**src/rtl/chain_reader_pkg.sv**
```systemverilog
package chain_reader_pkg;

  typedef enum logic {
    RX_IDLE,
    RX_SHIFT
  } rx_state_e;

  localparam logic [7:0] CRC_FEEDBACK = 8'hA8;

  // MSB-first CRC of one byte from a zero start; low 3 bits always end at 0
  function automatic logic [7:0] crc_of_byte(input logic [7:0] d);
    logic [7:0] r;
    r = d;
    for (int i = 0; i < 8; i++) begin
      r = r[7] ? ((r << 1) ^ CRC_FEEDBACK) : (r << 1);
    end
    return r;
  endfunction

endpackage

```
**src/rtl/chain_spi_rx.sv**
```systemverilog
module chain_spi_rx
  import chain_reader_pkg::*;
#(
  parameter int CLK_DIV = 2,
  parameter int BIT_W   = 6
) (
  input  logic             clk_i,
  input  logic             rst_ni,
  input  logic             start_i,
  input  logic [BIT_W-1:0] nbits_i,
  input  logic             miso_i,
  output logic             sclk_o,
  output logic             cs_no,
  output logic             busy_o,
  output logic [7:0]       byte_o,
  output logic             byte_v_o,
  output logic [BIT_W-4:0] byte_idx_o,
  output logic             frame_end_o
);

  localparam int CW = $clog2(CLK_DIV + 1);

  rx_state_e        state_q;
  logic [CW-1:0]    cnt_q;
  logic [BIT_W-1:0] bits_q, total_q;
  logic [6:0]       sh_q;
  logic             sclk_q, cs_n_q, byte_v_q, frame_end_q;
  logic [7:0]       byte_q;
  logic [BIT_W-4:0] idx_q;
  logic             tick;

  assign tick = (cnt_q == CW'(CLK_DIV - 1));

  always_ff @(posedge clk_i or negedge rst_ni) begin
    if (!rst_ni) begin
      state_q     <= RX_IDLE;
      cnt_q       <= '0;
      bits_q      <= '0;
      total_q     <= '0;
      sh_q        <= '0;
      sclk_q      <= 1'b0;
      cs_n_q      <= 1'b1;
      byte_v_q    <= 1'b0;
      byte_q      <= '0;
      idx_q       <= '0;
      frame_end_q <= 1'b0;
    end else begin
      byte_v_q    <= 1'b0;
      frame_end_q <= 1'b0;
      case (state_q)
        RX_IDLE: begin
          if (start_i) begin
            state_q <= RX_SHIFT;
            cs_n_q  <= 1'b0;
            cnt_q   <= '0;
            bits_q  <= '0;
            sclk_q  <= 1'b0;
            total_q <= nbits_i;
          end
        end
        RX_SHIFT: begin
          if (tick) begin
            cnt_q <= '0;
            if (!sclk_q) begin
              // rising SCLK: sample the line (mode 0)
              sclk_q <= 1'b1;
              sh_q   <= {sh_q[5:0], miso_i};
              bits_q <= bits_q + 1'b1;
              if (bits_q[2:0] == 3'd7) begin
                byte_v_q <= 1'b1;
                byte_q   <= {sh_q, miso_i};
                idx_q    <= bits_q[BIT_W-1:3];
              end
            end else begin
              sclk_q <= 1'b0;
              if (bits_q == total_q) begin
                state_q     <= RX_IDLE;
                cs_n_q      <= 1'b1;
                frame_end_q <= 1'b1;
              end
            end
          end else begin
            cnt_q <= cnt_q + 1'b1;
          end
        end
        default: state_q <= RX_IDLE;
      endcase
    end
  end

  assign sclk_o      = sclk_q;
  assign cs_no       = cs_n_q;
  assign busy_o      = (state_q != RX_IDLE);
  assign byte_o      = byte_q;
  assign byte_v_o    = byte_v_q;
  assign byte_idx_o  = idx_q;
  assign frame_end_o = frame_end_q;

  p_sclk_idle_r11: assert property (@(posedge clk_i) disable iff (!rst_ni)
    cs_n_q |-> !sclk_q);

  p_frame_len_r1: assert property (@(posedge clk_i) disable iff (!rst_ni)
    $rose(cs_n_q) |-> (bits_q == total_q));

  p_start_busy_r10: assert property (@(posedge clk_i) disable iff (!rst_ni)
    (state_q == RX_SHIFT && start_i) |=> $stable(total_q));

endmodule

```
**src/rtl/chain_byte_store.sv**
```systemverilog
module chain_byte_store #(
  parameter int N_CHIPS = 3,
  parameter int IW      = 3
) (
  input  logic                    clk_i,
  input  logic                    rst_ni,
  input  logic                    wide_i,
  input  logic                    byte_v_i,
  input  logic [7:0]              byte_i,
  input  logic [IW-1:0]           idx_i,
  output logic [N_CHIPS-1:0][7:0] data_o,
  output logic [N_CHIPS-1:0][7:0] stat_o
);

  for (genvar c = 0; c < N_CHIPS; c++) begin : g_chip
    localparam logic [IW-1:0] WIDE_DATA = IW'(2 * c);
    localparam logic [IW-1:0] WIDE_STAT = IW'(2 * c + 1);
    localparam logic [IW-1:0] NARROW    = IW'(c);

    logic hit_data, hit_stat;
    assign hit_data = byte_v_i && (wide_i ? (idx_i == WIDE_DATA) : (idx_i == NARROW));
    assign hit_stat = byte_v_i && wide_i && (idx_i == WIDE_STAT);

    always_ff @(posedge clk_i or negedge rst_ni) begin
      if (!rst_ni) begin
        data_o[c] <= '0;
        stat_o[c] <= '0;
      end else begin
        if (hit_data) data_o[c] <= byte_i;
        if (hit_stat) stat_o[c] <= byte_i;
      end
    end
  end

endmodule

```
**src/rtl/chain_chip_diag.sv**
```systemverilog
module chain_chip_diag
  import chain_reader_pkg::*;
(
  input  logic [7:0] data_i,
  input  logic [7:0] stat_i,
  input  logic       wide_i,
  input  logic       ign_i,
  input  logic       pin_i,
  output logic       crc_err_o,
  output logic       ot_o,
  output logic       uv_alarm_o,
  output logic       uv_warn_o,
  output logic       fault_o
);

  always_comb begin
    crc_err_o  = wide_i && ((stat_i & 8'hF8) != crc_of_byte(data_i));
    ot_o       = wide_i && stat_i[1];
    uv_alarm_o = wide_i && !ign_i && !stat_i[2];
    uv_warn_o  = wide_i && !ign_i && !stat_i[0];
    fault_o    = (pin_i && !ign_i) || crc_err_o || ot_o || uv_alarm_o;
  end

endmodule

```
**src/rtl/chain_reader.sv**
```systemverilog
module chain_reader
  import chain_reader_pkg::*;
#(
  parameter int N_CHIPS     = 3,
  parameter int CLK_DIV     = 2,
  parameter int FAULT_LINES = 3
) (
  input  logic                   clk_i,
  input  logic                   rst_ni,
  input  logic                   start_i,
  input  logic                   wide_i,
  input  logic                   ignore_uv_i,
  input  logic [FAULT_LINES-1:0] fault_pin_i,
  output logic                   spi_sclk_o,
  output logic                   spi_cs_no,
  input  logic                   spi_miso_i,
  output logic                   busy_o,
  output logic                   done_o,
  output logic [N_CHIPS*8-1:0]   data_o,
  output logic [N_CHIPS-1:0]     crc_err_o,
  output logic [N_CHIPS-1:0]     ot_o,
  output logic [N_CHIPS-1:0]     uv_alarm_o,
  output logic [N_CHIPS-1:0]     uv_warn_o,
  output logic [N_CHIPS-1:0]     fault_o
);

  localparam int MAXB = N_CHIPS * 16;
  localparam int BW   = $clog2(MAXB + 1);
  localparam int IW   = BW - 3;

  logic                    wide_q, ign_q, accept;
  logic [BW-1:0]           nbits;
  logic [7:0]              rx_byte;
  logic                    rx_v, frame_end;
  logic [IW-1:0]           rx_idx;
  logic [N_CHIPS-1:0][7:0] data_sh, stat_sh;
  logic [N_CHIPS-1:0]      pin_sel, crc_c, ot_c, uva_c, uvw_c, flt_c;

  assign accept = start_i && !busy_o;
  assign nbits  = wide_i ? BW'(MAXB) : BW'(MAXB / 2);

  always_ff @(posedge clk_i or negedge rst_ni) begin
    if (!rst_ni) begin
      wide_q <= 1'b0;
      ign_q  <= 1'b0;
    end else if (accept) begin
      wide_q <= wide_i;
      ign_q  <= ignore_uv_i;
    end
  end

  chain_spi_rx #(.CLK_DIV(CLK_DIV), .BIT_W(BW)) u_rx (
    .clk_i       (clk_i),
    .rst_ni      (rst_ni),
    .start_i     (start_i),
    .nbits_i     (nbits),
    .miso_i      (spi_miso_i),
    .sclk_o      (spi_sclk_o),
    .cs_no       (spi_cs_no),
    .busy_o      (busy_o),
    .byte_o      (rx_byte),
    .byte_v_o    (rx_v),
    .byte_idx_o  (rx_idx),
    .frame_end_o (frame_end)
  );

  chain_byte_store #(.N_CHIPS(N_CHIPS), .IW(IW)) u_store (
    .clk_i    (clk_i),
    .rst_ni   (rst_ni),
    .wide_i   (wide_q),
    .byte_v_i (rx_v),
    .byte_i   (rx_byte),
    .idx_i    (rx_idx),
    .data_o   (data_sh),
    .stat_o   (stat_sh)
  );

  for (genvar c = 0; c < N_CHIPS; c++) begin : g_diag
    if (FAULT_LINES == 1) begin : g_shared
      assign pin_sel[c] = fault_pin_i[0];
    end else begin : g_own
      assign pin_sel[c] = fault_pin_i[c];
    end

    chain_chip_diag u_diag (
      .data_i     (data_sh[c]),
      .stat_i     (stat_sh[c]),
      .wide_i     (wide_q),
      .ign_i      (ign_q),
      .pin_i      (pin_sel[c]),
      .crc_err_o  (crc_c[c]),
      .ot_o       (ot_c[c]),
      .uv_alarm_o (uva_c[c]),
      .uv_warn_o  (uvw_c[c]),
      .fault_o    (flt_c[c])
    );
  end

  // single commit point: no partial frame is ever visible
  always_ff @(posedge clk_i or negedge rst_ni) begin
    if (!rst_ni) begin
      done_o     <= 1'b0;
      data_o     <= '0;
      crc_err_o  <= '0;
      ot_o       <= '0;
      uv_alarm_o <= '0;
      uv_warn_o  <= '0;
      fault_o    <= '0;
    end else begin
      done_o <= frame_end;
      if (frame_end) begin
        data_o     <= data_sh;
        crc_err_o  <= crc_c;
        ot_o       <= ot_c;
        uv_alarm_o <= uva_c;
        uv_warn_o  <= uvw_c;
        fault_o    <= flt_c;
      end
    end
  end

  p_done_pulse_r10: assert property (@(posedge clk_i) disable iff (!rst_ni)
    done_o |=> !done_o);

  p_hold_r10: assert property (@(posedge clk_i) disable iff (!rst_ni)
    !done_o |-> ($stable(data_o) && $stable(fault_o) && $stable(crc_err_o)));

  p_narrow_r9: assert property (@(posedge clk_i) disable iff (!rst_ni)
    (done_o && !wide_q) |-> (crc_err_o == '0 && ot_o == '0 && uv_alarm_o == '0 && uv_warn_o == '0));

  p_ignore_uv_r6: assert property (@(posedge clk_i) disable iff (!rst_ni)
    (done_o && ign_q) |-> (uv_alarm_o == '0 && uv_warn_o == '0));

  p_done_cs_r11: assert property (@(posedge clk_i) disable iff (!rst_ni)
    done_o |-> (spi_cs_no && !busy_o));

endmodule

```
**config.mk**
```make
export PLATFORM = sky130hd
export DESIGN_NAME = chain_reader
export DESIGN_NICKNAME = d
export VERILOG_FILES = /design/src/rtl/chain_reader_pkg.sv /design/src/rtl/chain_spi_rx.sv /design/src/rtl/chain_byte_store.sv /design/src/rtl/chain_chip_diag.sv /design/src/rtl/chain_reader.sv
export SDC_FILE = /design/constraint.sdc
export NUM_CORES = 1
export LEC_CHECK = 0
export ABC_AREA = 1
export BUFFER_PORTS_ARGS = -buffer_cell sky130_fd_sc_hd__buf_4
export CAP_MARGIN = 30
export CORE_AREA = 4 4 111 192
export DETAILED_ROUTE_END_ITERATION = 10
export DIE_AREA = 0 0 115 196
export PLACE_DENSITY_LB_ADDON = 0.12
export SLEW_MARGIN = 30
export SYNTH_ARGS = -nofsm -noshare
export SYNTH_HDL_FRONTEND = slang
export SYNTH_SLANG_ARGS = --single-unit
```
**constraint.sdc**
```tcl
create_clock -name clk_i -period 2.2 [get_ports clk_i]
set_input_delay 0.44 -clock clk_i [delete_from_list [all_inputs] [get_ports clk_i]]
set_output_delay 0.44 -clock clk_i [all_outputs]
set_load 0.1 [all_outputs]
```
==> Word-level counts from Yosys, hierarchy flattened <==
Cells that the tools add are included.
{ "word_totals": {"regBits": 127, "latchBits": 0, "ramBits": 0, "mem_bits_ro": 0, "wordCells": 173, "mem_count": 0} }
{ "op_classes": {"n_addsub": 2, "n_mul": 0, "div_mod_pow": 0, "magnitude_cmp": 0, "eq_ne": 16, "shift": 0, "n_mux": 55, "n_bitwise": 26, "n_reduce_logical": 48} }
{ "op_table": {"columns": ["operator", "n"], "rows": [
  ["$mux 8", 24],
  ["$not 3->3", 24],
  ["$logic_and 1x1->1", 24],
  ["$mux 6", 4],
  ["$ne 8x8->1", 3],
  ["$mux 1", 20],
  ["$pmux 6 s2", 1],
  ["$ne 2x2->1 const B", 5],
  ["$eq 3x3->1 const B", 3],
  ["$logic_or 1x1->1", 9],
  ["$logic_not 1->1", 8],
  ["$reduce_and 4->1", 2],
  ["$add 6x1->6 const B", 1],
  ["$eq 3x2->1 const B", 2],
  ["$eq 6x6->1", 1],
  ["$pmux 1 s2", 3],
  ["$reduce_and 3->1", 2],
  ["$mux 2", 2],
  ["$pmux 2 s2", 1],
  ["$reduce_and 2->1", 2],
  ["$eq 3x1->1 const B", 1],
  ["$logic_not 3->1", 1],
  ["$add 2x1->2 const B", 1],
  ["$eq 2x1->1 const B", 1],
  ["$not 1->1", 2]
]} }

==> Depth between registers and ports, before layout <==
Gate-level depths: netlist of run 1.
{ "depth": {"word_depth": 21, "mapped_depth": 19, "depth_no_buf": 18} }

==> Hierarchy <==
Synthesis of run 1 repeated with hierarchy kept, for this count alone.
{ "hier_totals": {"cells_unflattened": 885, "area_unflattened_um2": 6972.9} }
{ "by_module_without_submodules": {"columns": ["module", "instances", "cells_per_inst", "area_per_inst_um2", "seq_area_each_um2"], "rows": [
  ["chain_byte_store", 1, 196, 2038.2, 1201.2],
  ["chain_reader", 1, 179, 1742.9, 1051.0],
  ["chain_spi_rx", 1, 183, 1622.8, 927.1],
  ["chain_chip_diag", 3, 109, 523.0, 0.0]
]} }

==> Worst setup path before layout of run 1 <==
No wires, ideal clock.
{ "synth_timing": {"path_kind": "register -> register", "from": "register u_rx.state_q (netlist: u_rx.busy_o)", "to": "register u_rx.bits_q[5]", "arrival_ps": 2046, "t_required_ps": 2077, "path_slack_ps": 31, "stages_incl_launch_ff": 10, "n_path_buf": 0, "synth_period_minus_slack_ps": 2169, "path_cell_list": "dfrtp_1 > inv_1 > nor3_2 > nand2_2 > nand2_1 > nand2_1 > nor2_1 > nand2_1 > o21ai_0 > a21oi_1"} }
{ "synth_via": {"elab_chain_len": 3, "word_cells_on_any_way": 6} }
{ "synth_lines": {"columns": ["item", "line_no", "text"], "rows": [
  ["from (decl)", "chain_spi_rx.sv:23", "rx_state_e state_q;"],
  ["from (signal assigned)", "chain_spi_rx.sv:36", "state_q <= RX_IDLE;"],
  ["from (signal assigned)", "chain_spi_rx.sv:53", "state_q <= RX_SHIFT;"],
  ["from (signal assigned)", "chain_spi_rx.sv:77", "state_q <= RX_IDLE;"],
  ["$not 1->1", null, null],
  ["$ne 2x2->1 (no line)", null, null],
  ["$reduce_and 3->1 (no line)", null, null],
  ["to (signal assigned)", "chain_spi_rx.sv:68", "bits_q <= bits_q + 1'b1;"],
  ["to (decl)", "chain_spi_rx.sv:25", "logic [BIT_W-1:0] bits_q, total_q;"]
]} }
Parallel ways exist; a longest one is shown, timed or not.
A chain may end at the register's enable or synchronous reset.

==> Final worst setup path of run 1 <==
{ "layout_timing": {"from": "register u_store.data_o[7] in the netlist's numbering", "to": "register fault_o[0]"} }
{ "layout_via": {"elab_chain_len": 16, "word_cells_on_any_way": 19} }
{ "layout_lines": {"columns": ["item", "line_no", "text"], "rows": [
  ["from (decl)", "chain_byte_store.sv:11", "output logic [N_CHIPS-1:0][7:0] data_o,"],
  ["from (signal, indexed assignment)", "chain_byte_store.sv:29", "if (hit_data) data_o[c] <= byte_i;"],
  ["$mux 8 * (2 in series)", "chain_reader_pkg.sv:15", "r = r[7] ? ((r << 1) ^ CRC_FEEDBACK) : (r << 1);"],
  ["$not 3->3 (no line)", null, null],
  ["$mux 8 * (2 in series)", "chain_reader_pkg.sv:15", null],
  ["$not 3->3 (no line) / $mux 8 (equally long branches)", null, null],
  ["$mux 8 * (3 in series)", "chain_reader_pkg.sv:15", null],
  ["$not 3->3 (no line)", null, null],
  ["$mux 8 *", "chain_reader_pkg.sv:15", null],
  ["$ne 8x8->1 *", "chain_chip_diag.sv:17", "crc_err_o = wide_i && ((stat_i & 8'hF8) != crc_of_byte(data_i));"],
  ["$logic_and 1x1->1 *", "chain_chip_diag.sv:17", null],
  ["$logic_or 1x1->1 * (3 in series)", "chain_chip_diag.sv:21", "fault_o = (pin_i && !ign_i) || crc_err_o || ot_o || uv_alarm_o;"],
  ["to (signal assigned)", "chain_reader.sv:117", "fault_o <= flt_c;"],
  ["to (decl)", "chain_reader.sv:24", "output logic [N_CHIPS-1:0] fault_o"]
]} }
Every way passes the cells marked *; elsewhere a longest branch is shown, timed or not.

==> results of run 1 <==
==> cell families after synthesis <==
kind of cell / count (synthesis)
flip-flops: 123
XOR/XNOR: 22
adder cells (fa/ha/maj): 3
AND/OR/NAND/NOR: 371
AO/OA/AOI/OAI: 112
buffers and inverters: 101
==> placed cells by master, fill, tap and decap left out, types with 4 or more instances in the layout <==
cell type,instances
sky130_fd_sc_hd__clkbuf_16,17
sky130_fd_sc_hd__nand3b_1,6
sky130_fd_sc_hd__inv_1,68
sky130_fd_sc_hd__xnor2_1,12
sky130_fd_sc_hd__xor2_1,8
sky130_fd_sc_hd__nand2_2,14
sky130_fd_sc_hd__dfrtp_1,122
sky130_fd_sc_hd__nor2_1,29
sky130_fd_sc_hd__nor3_1,4
sky130_fd_sc_hd__clkinv_4,5
sky130_fd_sc_hd__inv_2,9
sky130_fd_sc_hd__buf_4,60
sky130_fd_sc_hd__o21ai_0,90
sky130_fd_sc_hd__nand3_1,21
sky130_fd_sc_hd__a21oi_1,10
sky130_fd_sc_hd__nand2_1,285
==> worst paths after layout <==
check                                       start            end  cells after the start
worst max register to register  u_store.data_o[7]     fault_o[0]                     16
max in group asynchronous                  rst_ni     data_o[11]                      3
worst max-delay path            u_store.data_o[7]     fault_o[0]                     16
worst min register to register  u_store.stat_o[0]   uv_warn_o[0]                      1
worst min-delay path                  ignore_uv_i          ign_q                      3
min in group asynchronous                  rst_ni  u_rx.cnt_q[0]                      2
==> worst max-delay path: stages, from the launching register on <==
cell,delay (ns)
sky130_fd_sc_hd__dfrtp_1,0.48
sky130_fd_sc_hd__inv_4,0.11
sky130_fd_sc_hd__nand2_1,0.05
sky130_fd_sc_hd__nand2_1,0.09
sky130_fd_sc_hd__nand2_1,0.07
sky130_fd_sc_hd__nand2_2,0.12
sky130_fd_sc_hd__clkinv_1,0.09
sky130_fd_sc_hd__nand2_1,0.08
sky130_fd_sc_hd__nand3_1,0.07
sky130_fd_sc_hd__nand2_1,0.07
sky130_fd_sc_hd__nand2_1,0.05
sky130_fd_sc_hd__nor2_1,0.10
sky130_fd_sc_hd__nand2_1,0.10
sky130_fd_sc_hd__nand2_1,0.13
sky130_fd_sc_hd__nand3_1,0.10
sky130_fd_sc_hd__nand2_1,0.08
sky130_fd_sc_hd__inv_1,0.04
==> metrics by stage <==
step | hold WS, ns | area [um^2] | util [%] | instances | setup slack (ns)
global route | 0.2623 | 7161 | 36.28 | 1050 | 0.09320
finish | 0.2568 | 7161 | 36.28 | 1050 | 0.2958
detailed placement | 0.4303 | 6534 | 33.10 | 1017 | 0.2780
CTS | 0.2452 | 7161 | 36.28 | 1050 | 0.2684
global placement | 0.4337 | 6534 | 33.10 | 1017 | 0.2913
floorplan | 0.1444 | 5843 | - | 732 | 0.03103
==> power groups by stage <==
stage	logic [mW]	clock network (mW)	registers, mW
after CTS	4.11	2.99	3.11
after detailed placement	4.10	0	3.15
final	4.03	2.90	3.10
after global placement	4.04	0	3.14
after floorplan	2.17	0	4.01
after global routing	4.52	3.07	3.17
==> Yosys cell counts, drive strengths merged <==
library cell | n | share of area, %
xor2 | 9 | 1.5
a21oi | 11 | 1.0
or2 | 6 | 0.69
a32o | 1 | 0.17
o21a | 2 | 0.26
inv | 77 | 5.0
xnor2 | 13 | 2.1
nand2 | 299 | 20
nand3 | 23 | 2.1
o21ai | 94 | 8.1
nand4 | 3 | 0.32
dfrtp | 122 | 52
nor2 | 29 | 1.9
nand3b | 6 | 0.77
clkbuf | 17 | 1.1
a21boi | 1 | 0.13
dfstp | 1 | 0.45
buf | 5 | 0.73
nor3 | 5 | 0.51
o31ai | 3 | 0.39
clkinv | 2 | 0.13
ha | 3 | 0.64
==> area by class of cell <==
cell class / instances / share of cell area, %
repair buffers: 63 / 6.989
multi-input cells: 508 / 32.94
inverters: 79 / 4.176
clock inverters: 15 / 2.673
well taps: 245 / 4.281
clock buffers: 17 / 5.941
flip-flops and latches: 123 / 43.00
==> flip-flops by register name, summed over array words and instances (netlist names), 2 cells and up <==
name	count
u_rx.byte_idx_o	3
u_rx.sh_q	7
ot_o	3
uv_alarm_o	3
crc_err_o	3
u_rx.bits_q	6
u_rx.cnt_q	2
uv_warn_o	3
u_store.stat_o	24
data_o	24
fault_o	3
u_rx.byte_o	8
u_store.data_o	24
u_rx.total_q	3
==> layer usage <==
| layer | wire length, um | up-vias | GRT usage (%) | part of all wire, % |
|---|---|---|---|---|
| li1 | - | 2414 | - | - |
| met1 | 6171 | 2192 | 15.78 | 42 |
| met2 | 7782 | 61 | 24.98 | 53 |
| met3 | 428 | 12 | 2.593 | 2.9 |
| met4 | 211 | 0 | 4.743 | 1.4 |
| met5 | 0 | - | 0 | 0 |
==> repair_timing <==
action                    CTS  global route
hold endpoints to repair   21             0
setup buffers               0             0
hold buffers                1             0
==> results.md, run 1 <==
## Routing
• 193 — number of DRC markers after the initial detailed-route iteration
• 4,679 — via count
• 4.456 — Avg Vias per Cell
• 0 — remaining routing DRC violations
• 13.90 um — average wire per cell in the routed design
• 0 — count of antenna-violating nets left after detailed routing
• 4 — first drt pass iteration count
• 14,590 um — Total Wirelength

## Timing
• 86.56% — final worst path period share
• 0 — # setup viols final
• 525.1 MHz — Achievable Freq
• 0 ns — Final TNS setup
• false — setup repair after global routing missed its margin
• 0 — Hold Fails Final Rpt
• 0 — number of max-slew violations in the final report
• 0.008242 ns — worst clock skew
• 59.19% — Slew HR
• 0.6107 ns — transition time at the pin with the least slew margin
• 1.904 ns — post-layout min period

## Critical path
• 2.51 ns — data required time at the worst endpoint
• 2.21 ns — arrival time of the worst setup path
• 7 — CP max FO
• register — kind of end point of the critical path
• reg2reg — type of the setup path with the least slack
• register — element type at the critical path start
• 0.30 ns — R2R setup slack

## Finish
• 3079 um^2 — sequential cell area
• 22.55% — Synth-to-Final Area Change
• 0 — antenna cells
• 16.15% — proportion of layout cells with a drive suffix above 1
• 2359 um^2 — multi-input logic area
• 2,096 — total of fill cells in the finished design
• 804 — net count reported at finish

## Yosys
• 10.06% — compound-cell area share of the yosys netlist
• 123 — number of register bits inferred by synthesis
• 0.6424% — fraction of the mapped netlist area in adder cells
• 0% — mux contribution to synthesized area
• 26.10% — Synth Area in Simple Gates
• 732 — gate count of the mapped netlist
• 0 — Yosys warning total
• 5843 um^2 — post-synthesis instance area
• 744 — syn_nets
• 36 — number of distinct standard cells referenced by the synthesized netlist
• 52.70% — portion of the post-synthesis area used by sequential elements
• 7.982 um^2 — Post-Synthesis Mean Instance Area
• simple AND/OR/NAND/NOR gates — dominant combinational cell family by area after synthesis
• 3.555% — xor/xnor share of the synthesized area

## Pwr
• 10.03 mW — total design power
• 3.637 nW — static leakage
• 744.1 uV — highest ir drop seen on vdd
• 43.46% — switch share
• 40.1% — combinational share of power
• 28.9% — portion of total power attributed to the clock network
• 5.672 mW — total internal power
• 1401 nW/um^2 — power density relative to cell area
• 30.9% — Flop pwr share
• 4.360 mW — P_sw

## Floorplanning
• 52 — I/O Pins
• 22,540 um^2 — Total Die Area
• 68 — number of rows in the core area
• 196 um — Die Ht
• 19,740 um^2 — area inside the core boundary
• 115 um — Chip Width
• 29.60% — initial core utilization

## Global route
• 0 — antenna violations before repair
• 4,792 — number of global-route vias before repair
• 13.74% — global router's overall resource usage
• 0 — final global-route overflow total
• 55 — largest net degree at the start of global routing
• 24,340 um — first-pass GRT wire length

## Clock tree
• 123 — TritonCTS Sinks
• 0 — Resized cells post-CTS
• built — TritonCTS clock tree
• 17 — clock buffers created by TritonCTS
• 0.06 ns — clock-pin slew on the worst setup and hold paths
• 4 — number of H-tree branching levels
• sky130_fd_sc_hd__clkbuf_16 — library cell used as clock root buffer
• 2 — clk buf depth
• 0.41 ns — clock insertion delay at the later pin of the skew report

## Placement
• 10,970 um — hpwl dp
• 51 — count of input and output buffers
• 0.8201 — weighted congestion reported at the end of routability-driven placement

## Outcome
• complete, no violations — status

## Worst hold path
• in2reg — path category of the worst min-delay check

## Flow run
• 0 — Max Cap Viol

Power figures use the tool's default switching activity.
==> inputs of run 2 (changes only) <==
--- a/config.mk
+++ b/config.mk
@@ -11,6 +11,7 @@
 export CORE_AREA = 4 4 111 192
 export DETAILED_ROUTE_END_ITERATION = 10
 export DIE_AREA = 0 0 115 196
+export GPL_TIMING_DRIVEN = 0
 export PLACE_DENSITY_LB_ADDON = 0.12
 export SLEW_MARGIN = 30
 export SYNTH_ARGS = -nofsm -noshare
==> results.md, run 2 (synthesized netlist as in run 1, its figures left out) <==
## Routing
• 0 — remaining routing DRC violations, unchanged
• 14.56 um — average wire per cell in the routed design, +4.8%
• 15,460 um — Total Wirelength, +5.9%
• 0 — count of antenna-violating nets left after detailed routing, unchanged
• 170 — number of DRC markers after the initial detailed-route iteration, -12%
• 5 — first drt pass iteration count, +1
• 4,792 — via count, +2.4%
• 4.512 — Avg Vias per Cell, +1.3%

## Critical path
• 16 — R2R depth, unchanged
• fault_o[0] — worst flop-to-flop path endpoint
• register — element type at the critical path start
• u_store.data_o[5] — r2r startpoint
• reg2reg — type of the setup path with the least slack
• 0.25 ns — R2R setup slack, -0.04 ns
• 2.50 ns — data required time at the worst endpoint, about the same
• inv_2 > nand2_1 > nand2_1 > nand2_1 > nand2_1 > nand2_1 > nand3_1 > nand2_1 > nand2_1 > nand2_1 > inv_1 > nand2_1 > nand2_1 > nand3_1 > nand2_1 > inv_1 — Critical Path, Cell by Cell
• sky130_fd_sc_hd__dfrtp_1 — cell with the biggest individual delay on the critical path
• register — kind of end point of the critical path
• 2.25 ns — arrival time of the worst setup path, +0.04 ns
• sky130_fd_sc_hd__nand2_1 — cell repeated most along the worst path
• 0.45 ns — stage delay of the slowest cell on the critical path, -0.03 ns
• 7 — CP max FO, unchanged

## Timing
• 0 — Hold Fails Final Rpt, unchanged
• false — setup repair after global routing missed its margin
• 0 ns — Final TNS setup, unchanged
• 0.007105 ns — worst clock skew, -0.001137 ns
• 1.949 ns — post-layout min period, +0.04455 ns
• 88.58% — final worst path period share, +2.0 points
• 0 — number of max-slew violations in the final report, unchanged
• 57.97% — Slew HR, -1.2 points
• 0.6304 ns — transition time at the pin with the least slew margin, +0.01971 ns
• 0 — # setup viols final, unchanged
• 513.1 MHz — Achievable Freq, -2.3%

## Floorplanning
• 19,740 um^2 — area inside the core boundary, unchanged
• 52 — I/O Pins, unchanged
• 29.60% — initial core utilization, unchanged
• 22,540 um^2 — Total Die Area, unchanged
• 196 um — Die Ht, unchanged
• 115 um — Chip Width, unchanged
• 68 — number of rows in the core area, unchanged

## Finish
• 14.93% — proportion of layout cells with a drive suffix above 1, -1.2 points
• 3079 um^2 — sequential cell area, unchanged
• 0 — antenna cells, unchanged
• 2359 um^2 — multi-input logic area, unchanged
• 2,106 — total of fill cells in the finished design, +0.48%
• sky130_fd_sc_hd__nand2_1, sky130_fd_sc_hd__dfrtp_1, sky130_fd_sc_hd__o21ai_0 — leading cell types in the layout, fill and taps excluded
• 816 — net count reported at finish, +1.5%
• 23.32% — Synth-to-Final Area Change
• data_o x24, u_store.data_o x24, u_store.stat_o x24 — Top Registers
• sky130_fd_sc_hd__nand2_1 — most common library cell in the layout ignoring fill and taps

## Worst hold path
• ignore_uv_i — hold path start
• ign_q — destination of the worst hold path
• in2reg — path category of the worst min-delay check
• 3 — worst hold path cell count, unchanged

## Clock tree
• 17 — clock buffers created by TritonCTS, unchanged
• 4 — number of H-tree branching levels, unchanged
• sky130_fd_sc_hd__clkbuf_16 — library cell used as clock root buffer
• 0 — Resized cells post-CTS, unchanged
• 123 — TritonCTS Sinks, unchanged
• 0 — buffers inserted during post-CTS setup optimization, unchanged
• 0.06 ns — clock-pin slew on the worst setup and hold paths, about the same
• 2 — clk buf depth, unchanged
• built — TritonCTS clock tree
• 0.41 ns — clock insertion delay at the later pin of the skew report, about the same

## Pwr
• 10.19 mW — total design power, +1.6%
• 1415 nW/um^2 — power density relative to cell area, +0.99%
• 707.6 uV — highest ir drop seen on vdd, -4.9%
• 3.633 nW — static leakage, -0.12%
• 40.8% — combinational share of power, +0.7 points
• 30.0% — Flop pwr share, -0.9 points
• 29.2% — portion of total power attributed to the clock network, +0.3 points
• 5.828 mW — total internal power, +2.8%
• 42.83% — switch share, -0.63 points
• 4.367 mW — P_sw, +0.16%

## Global route
• 0 — antenna violations before repair, unchanged
• 14.50% — global router's overall resource usage, +0.76 points
• 25,530 um — first-pass GRT wire length, +4.9%
• 81 — largest net degree at the start of global routing, +47%
• 0 — final global-route overflow total, unchanged
• 4,889 — number of global-route vias before repair, +2.0%

## Placement
• 11,550 um — hpwl dp, +5.3%
• 51 — count of input and output buffers, unchanged
• 0.8146 — weighted congestion reported at the end of routability-driven placement, -0.67%

## Flow run
• 0 — Max Cap Viol, unchanged

## Outcome
• complete, no violations — status

run 2: timing repair:
| action | CTS | global route |
|---|---|---|
| endpoints found under the setup margin | 0 | 0 |
| hold buffers | 1 | 0 |
| endpoints found under the hold margin | 42 | 0 |
run 2: cell type report:
class	instances	area share (%)
clock inverters	11	2.327
flip-flops and latches	123	42.73
well taps	245	4.254
clock buffers	21	6.390
multi-input cells	508	32.73
repair buffers	53	5.939
inverters	79	4.150
plain buffers	22	1.476
run 2: worst max-delay path: cells and delay by family (launching register included):
family,cells,cell delay (ns)
flip-flops,1,0.45
buffers and inverters,3,0.20
AND/OR/NAND/NOR,13,1.20
run 2: through the flow:
step | area [um^2] | setup slack, ns | util (%) | std cells | hold WS (ns)
final | 7206 | 0.2512 | 36.50 | 1062 | 0.2491
after global routing | 7206 | 0.01711 | 36.50 | 1062 | 0.2463
after CTS | 7206 | 0.2748 | 36.50 | 1062 | 0.2337
after detailed placement | 6568 | 0.2774 | 33.27 | 1029 | 0.3625
after global placement | 6533 | 0.2733 | 33.09 | 1028 | 0.3643
after floorplan | 5843 | 0.03103 | - | 732 | 0.1444
run 2: worst max path at each step:
stage	from	endpoint	slack, ns	depth (start not counted)
4_1_cts	u_store.data_o[15]	fault_o[1]	0.27	16
3_5_place_dp	u_store.data_o[7]	fault_o[0]	0.28	17
6_report	u_store.data_o[5]	fault_o[0]	0.25	16
5_1_grt	u_store.data_o[13]	fault_o[1]	0.02	16
3_3_place_gp	rst_ni	u_store.stat_o[21]	0.27	1
2_1_floorplan	u_rx.busy_o	u_rx.bits_q[5]	0.03	9
run 2: power by group through the flow:
stage / sequential [mW] / clock [mW] / combinational (mW)
floorplan: 4.01 / 0 / 2.17
global placement: 3.10 / 0 / 4.14
detailed placement: 3.11 / 0 / 4.21
CTS: 3.07 / 3.05 / 4.23
global route: 3.14 / 3.14 / 4.66
finish: 3.06 / 2.97 / 4.16
run 2: layer usage:
| metal | wire length [um] | GRT usage (%) | part of all wire, % | vias to the layer above |
|---|---|---|---|---|
| li1 | - | - | - | 2438 |
| met2 | 8359 | 26.18 | 54 | 74 |
| met5 | 0 | 0 | 0 | - |
| met3 | 542 | 2.284 | 3.5 | 17 |
| met4 | 265 | 5.309 | 1.7 | 0 |
| met1 | 6294 | 16.97 | 41 | 2263 |
==> inputs of run 3 (changes only) <==
--- a/config.mk
+++ b/config.mk
@@ -5,15 +5,14 @@
 export SDC_FILE = /design/constraint.sdc
 export NUM_CORES = 1
 export LEC_CHECK = 0
-export ABC_AREA = 1
+export ABC_AREA = 0
 export BUFFER_PORTS_ARGS = -buffer_cell sky130_fd_sc_hd__buf_4
 export CAP_MARGIN = 30
-export CORE_AREA = 4 4 111 192
+export CORE_AREA = 4 4 79 136
 export DETAILED_ROUTE_END_ITERATION = 10
-export DIE_AREA = 0 0 115 196
+export DIE_AREA = 0 0 83 140
 export GPL_TIMING_DRIVEN = 0
 export PLACE_DENSITY_LB_ADDON = 0.12
-export SLEW_MARGIN = 30
 export SYNTH_ARGS = -nofsm -noshare
 export SYNTH_HDL_FRONTEND = slang
 export SYNTH_SLANG_ARGS = --single-unit
==> results.md, run 3 <==
## Outcome
• complete, no violations — status

## Floorplanning
• 9729 um^2 — area inside the core boundary, -51%
• 140 um — Die Ht, -29%
• 83 um — Chip Width, -28%
• 11,620 um^2 — Total Die Area, -48%
• 52 — I/O Pins, unchanged
• 48 — number of rows in the core area, -29%
• 56.82% — initial core utilization, +27 points

## Global route
• 20.59% — global router's overall resource usage, +6.1 points
• 3,740 — number of global-route vias before repair, -24%
• 0 — final global-route overflow total, unchanged
• 97 — largest net degree at the start of global routing, +20%
• 18,920 um — first-pass GRT wire length, -26%
• 0 — antenna violations before repair, unchanged

## Timing
• 483.7 MHz — Achievable Freq, -5.7%
• 0 — # setup viols final, unchanged
• 0 — number of max-slew violations in the final report, unchanged
• 93.97% — final worst path period share, +5.4 points
• 0 ns — Final TNS setup, unchanged
• 51.77% — Slew HR, -6.2 points
• 0 — Hold Fails Final Rpt, unchanged
• 2.067 ns — post-layout min period, +0.1185 ns
• false — setup repair after global routing missed its margin
• 0.008330 ns — worst clock skew, +0.001225 ns
• 0.7209 ns — transition time at the pin with the least slew margin, +0.09046 ns

## Yosys
• 47 — number of distinct standard cells referenced by the synthesized netlist, +31%
• 432 — syn_nets, -42%
• 0 — Yosys warning total, unchanged
• 0 — Post-synth EDFFs, unchanged
• sky130_fd_sc_hd__dfrtp_1, sky130_fd_sc_hd__mux2_2, sky130_fd_sc_hd__xnor2_1 — leading cell types by total area after synthesis
• 55.23% — share of the synthesized area in the top cell type, +3.0 points
• sky130_fd_sc_hd__dfrtp_1 — area leader, netlist
• 123 — number of register bits inferred by synthesis, unchanged
• 100.0% — share of async-settable or async-resettable flops after synthesis, unchanged
• sky130_fd_sc_hd__dfrtp_1, sky130_fd_sc_hd__mux2_2, sky130_fd_sc_hd__xnor2_1 — leading cell types by count after synthesis
• 420 — gate count of the mapped netlist, -43%
• 5528 um^2 — post-synthesis instance area, -5.4%
• sky130_fd_sc_hd__dfrtp_1 — count leader, synth
• 13.16 um^2 — Post-Synthesis Mean Instance Area, +65%
• sky130_fd_sc_hd__dfrtp_1 — dominant synthesized flop cell
• 55.70% — portion of the post-synthesis area used by sequential elements, +3.0 points

## Finish
• 0 — antenna cells, unchanged
• 39.33% — proportion of layout cells with a drive suffix above 1, +24 points
• data_o x24, u_store.data_o x24, u_store.stat_o x24 — Top Registers
• sky130_fd_sc_hd__dfrtp_1, sky130_fd_sc_hd__mux2_2, sky130_fd_sc_hd__buf_4 — leading cell types in the layout, fill and taps excluded
• sky130_fd_sc_hd__dfrtp_1 — most common library cell in the layout ignoring fill and taps
• 631 — non-filler instance count after layout, -41%
• 21.57% — Synth-to-Final Area Change
• 505 — net count reported at finish, -38%

## Clock tree
• 4 — number of H-tree branching levels, unchanged
• 2 — clk buf depth, unchanged
• sky130_fd_sc_hd__clkbuf_16 — library cell used as clock root buffer
• 0.05 ns — clock-pin slew on the worst setup and hold paths, about the same
• 123 — TritonCTS Sinks, unchanged
• 0.40 ns — clock insertion delay at the later pin of the skew report, about the same
• built — TritonCTS clock tree
• 17 — clock buffers created by TritonCTS, unchanged

## Routing
• 4436 um — met1 wire length, -30%
• 101 — number of DRC markers after the initial detailed-route iteration, -41%
• 0 — count of antenna-violating nets left after detailed routing, unchanged
• 17.37 um — average wire per cell in the routed design, +19%
• 10,960 um — Total Wirelength, -29%
• 6 — first drt pass iteration count, +1
• 0 — remaining routing DRC violations, unchanged
• 3,438 — via count, -28%
• 5.448 — Avg Vias per Cell, +21%
• 5972 um — Detail Route met2 WL, -29%
• 354 um — met3 wirelength from detailed routing, -35%
• met4 — Max Used Layer

## Placement
• 597 — cell count after placement, -42%
• 0.8428 — weighted congestion reported at the end of routability-driven placement, +3.5%
• 51 — count of input and output buffers, unchanged
• 7734 um — hpwl dp, -33%

## Pwr
• 8.691 mW — total design power, -15%
• 3.290 nW — static leakage, -9.4%
• 868.2 uV — highest ir drop seen on vdd, +23%
• 1293 nW/um^2 — power density relative to cell area, -8.6%

## Critical path
• 5 — CP max FO, -2
• 2.47 ns — data required time at the worst endpoint, -0.03 ns
• reg2reg — type of the setup path with the least slack
• register — kind of end point of the critical path
• 2.34 ns — arrival time of the worst setup path, +0.09 ns
• register — element type at the critical path start

## Worst hold path
• in2reg — path category of the worst min-delay check

## Flow run
• 0 — Max Cap Viol, unchanged

[run 3: cell count changes in the layout (fill, tap and decap cells not counted), sizes merged, moves of 7 or more]
cell / delta
mux2: +95
inv: -65
nand2: -277
nand2b: +8
o21ai: -83
nand3: -18
clkbuf: -7
nor2: -10
xnor2: +20
[run 3: report_power, final]
group	total [mW]	switching [mW]	internal (mW)
clock network	2.70	0.922	1.78
registers	3.20	0.502	2.69
logic	2.79	1.66	1.13
total	8.69	3.09	5.60
[run 3: per-stage QoR]
stage	hold WS [ns]	cell area (um^2)	util, %	worst slack, ns
2_1_floorplan	0.1444	5530	-	0.1443
3_3_place_gp	0.4825	6070	62.38	0.1305
3_5_place_dp	0.3309	6101	62.71	0.06201
4_1_cts	0.2335	6694	68.80	0.05820
5_1_grt	0.2568	6720	69.07	0.02054
6_report	0.2494	6720	69.07	0.1327
[run 3: kinds of logic after synthesis]
logic type | count (synthesis) | share of synthesized area [%]
mux | 98 | 19.90
simple gates | 82 | 7.741
buf+inv | 25 | 2.218
flops | 123 | 55.70
compound gates | 38 | 4.346
xor+xnor | 51 | 9.416
fa+ha+maj | 3 | 0.6791
[run 3: per-layer routing]
layer | vias up | global-route usage, %
met4 | 0 | 8.441
met2 | 71 | 35.66
met5 | - | 0
li1 | 1609 | -
met3 | 18 | 5.003
met1 | 1740 | 24.44
[run 3: cell type report]
| class | count | area, um^2 |
|---|---|---|
| sequential | 123 | 3082 |
| timing repair buffer | 54 | 431.7 |
| clock buffer | 25 | 495.5 |
| tap | 125 | 156.4 |
| fill | 736 | 3009 |
| multi-input combinational | 272 | 2345 |
| inverter | 12 | 45.04 |
| clock inverter | 7 | 87.58 |
| buffer | 13 | 77.57 |
[run 3: final timing paths]
kind | start | endpoint | cells after the start | slack [ns]
max | u_store.data_o[4] | fault_o[0] | 6 | 0.13
min | wide_i | u_rx.total_q[3] | 2 | 0.25
max reg2reg | u_store.data_o[4] | fault_o[0] | 6 | 0.13
min reg2reg | u_rx.cs_no | u_rx.cs_no | 2 | 0.50
max in group asynchronous | rst_ni | u_store.data_o[0] | 3 | 0.98
min in group asynchronous | rst_ni | data_o[13] | 2 | 0.48
[run 3: repair_timing]
action                     4_1_cts  5_1_grt
hold buffers                     1        0
setup buffers                    0        1
hold endpoints to repair        26        0
setup endpoints to repair        0        9
gates resized for setup          0        3
[run 3: worst max-delay path: stages, from the launching register on]
cell and delay [ns]:
sky130_fd_sc_hd__dfrtp_1 0.43, sky130_fd_sc_hd__xnor3_2 0.51, sky130_fd_sc_hd__xnor2_2 0.19, sky130_fd_sc_hd__nor4_1 0.31, sky130_fd_sc_hd__a21oi_1 0.09, sky130_fd_sc_hd__a211oi_2 0.31, sky130_fd_sc_hd__a221oi_2 0.11
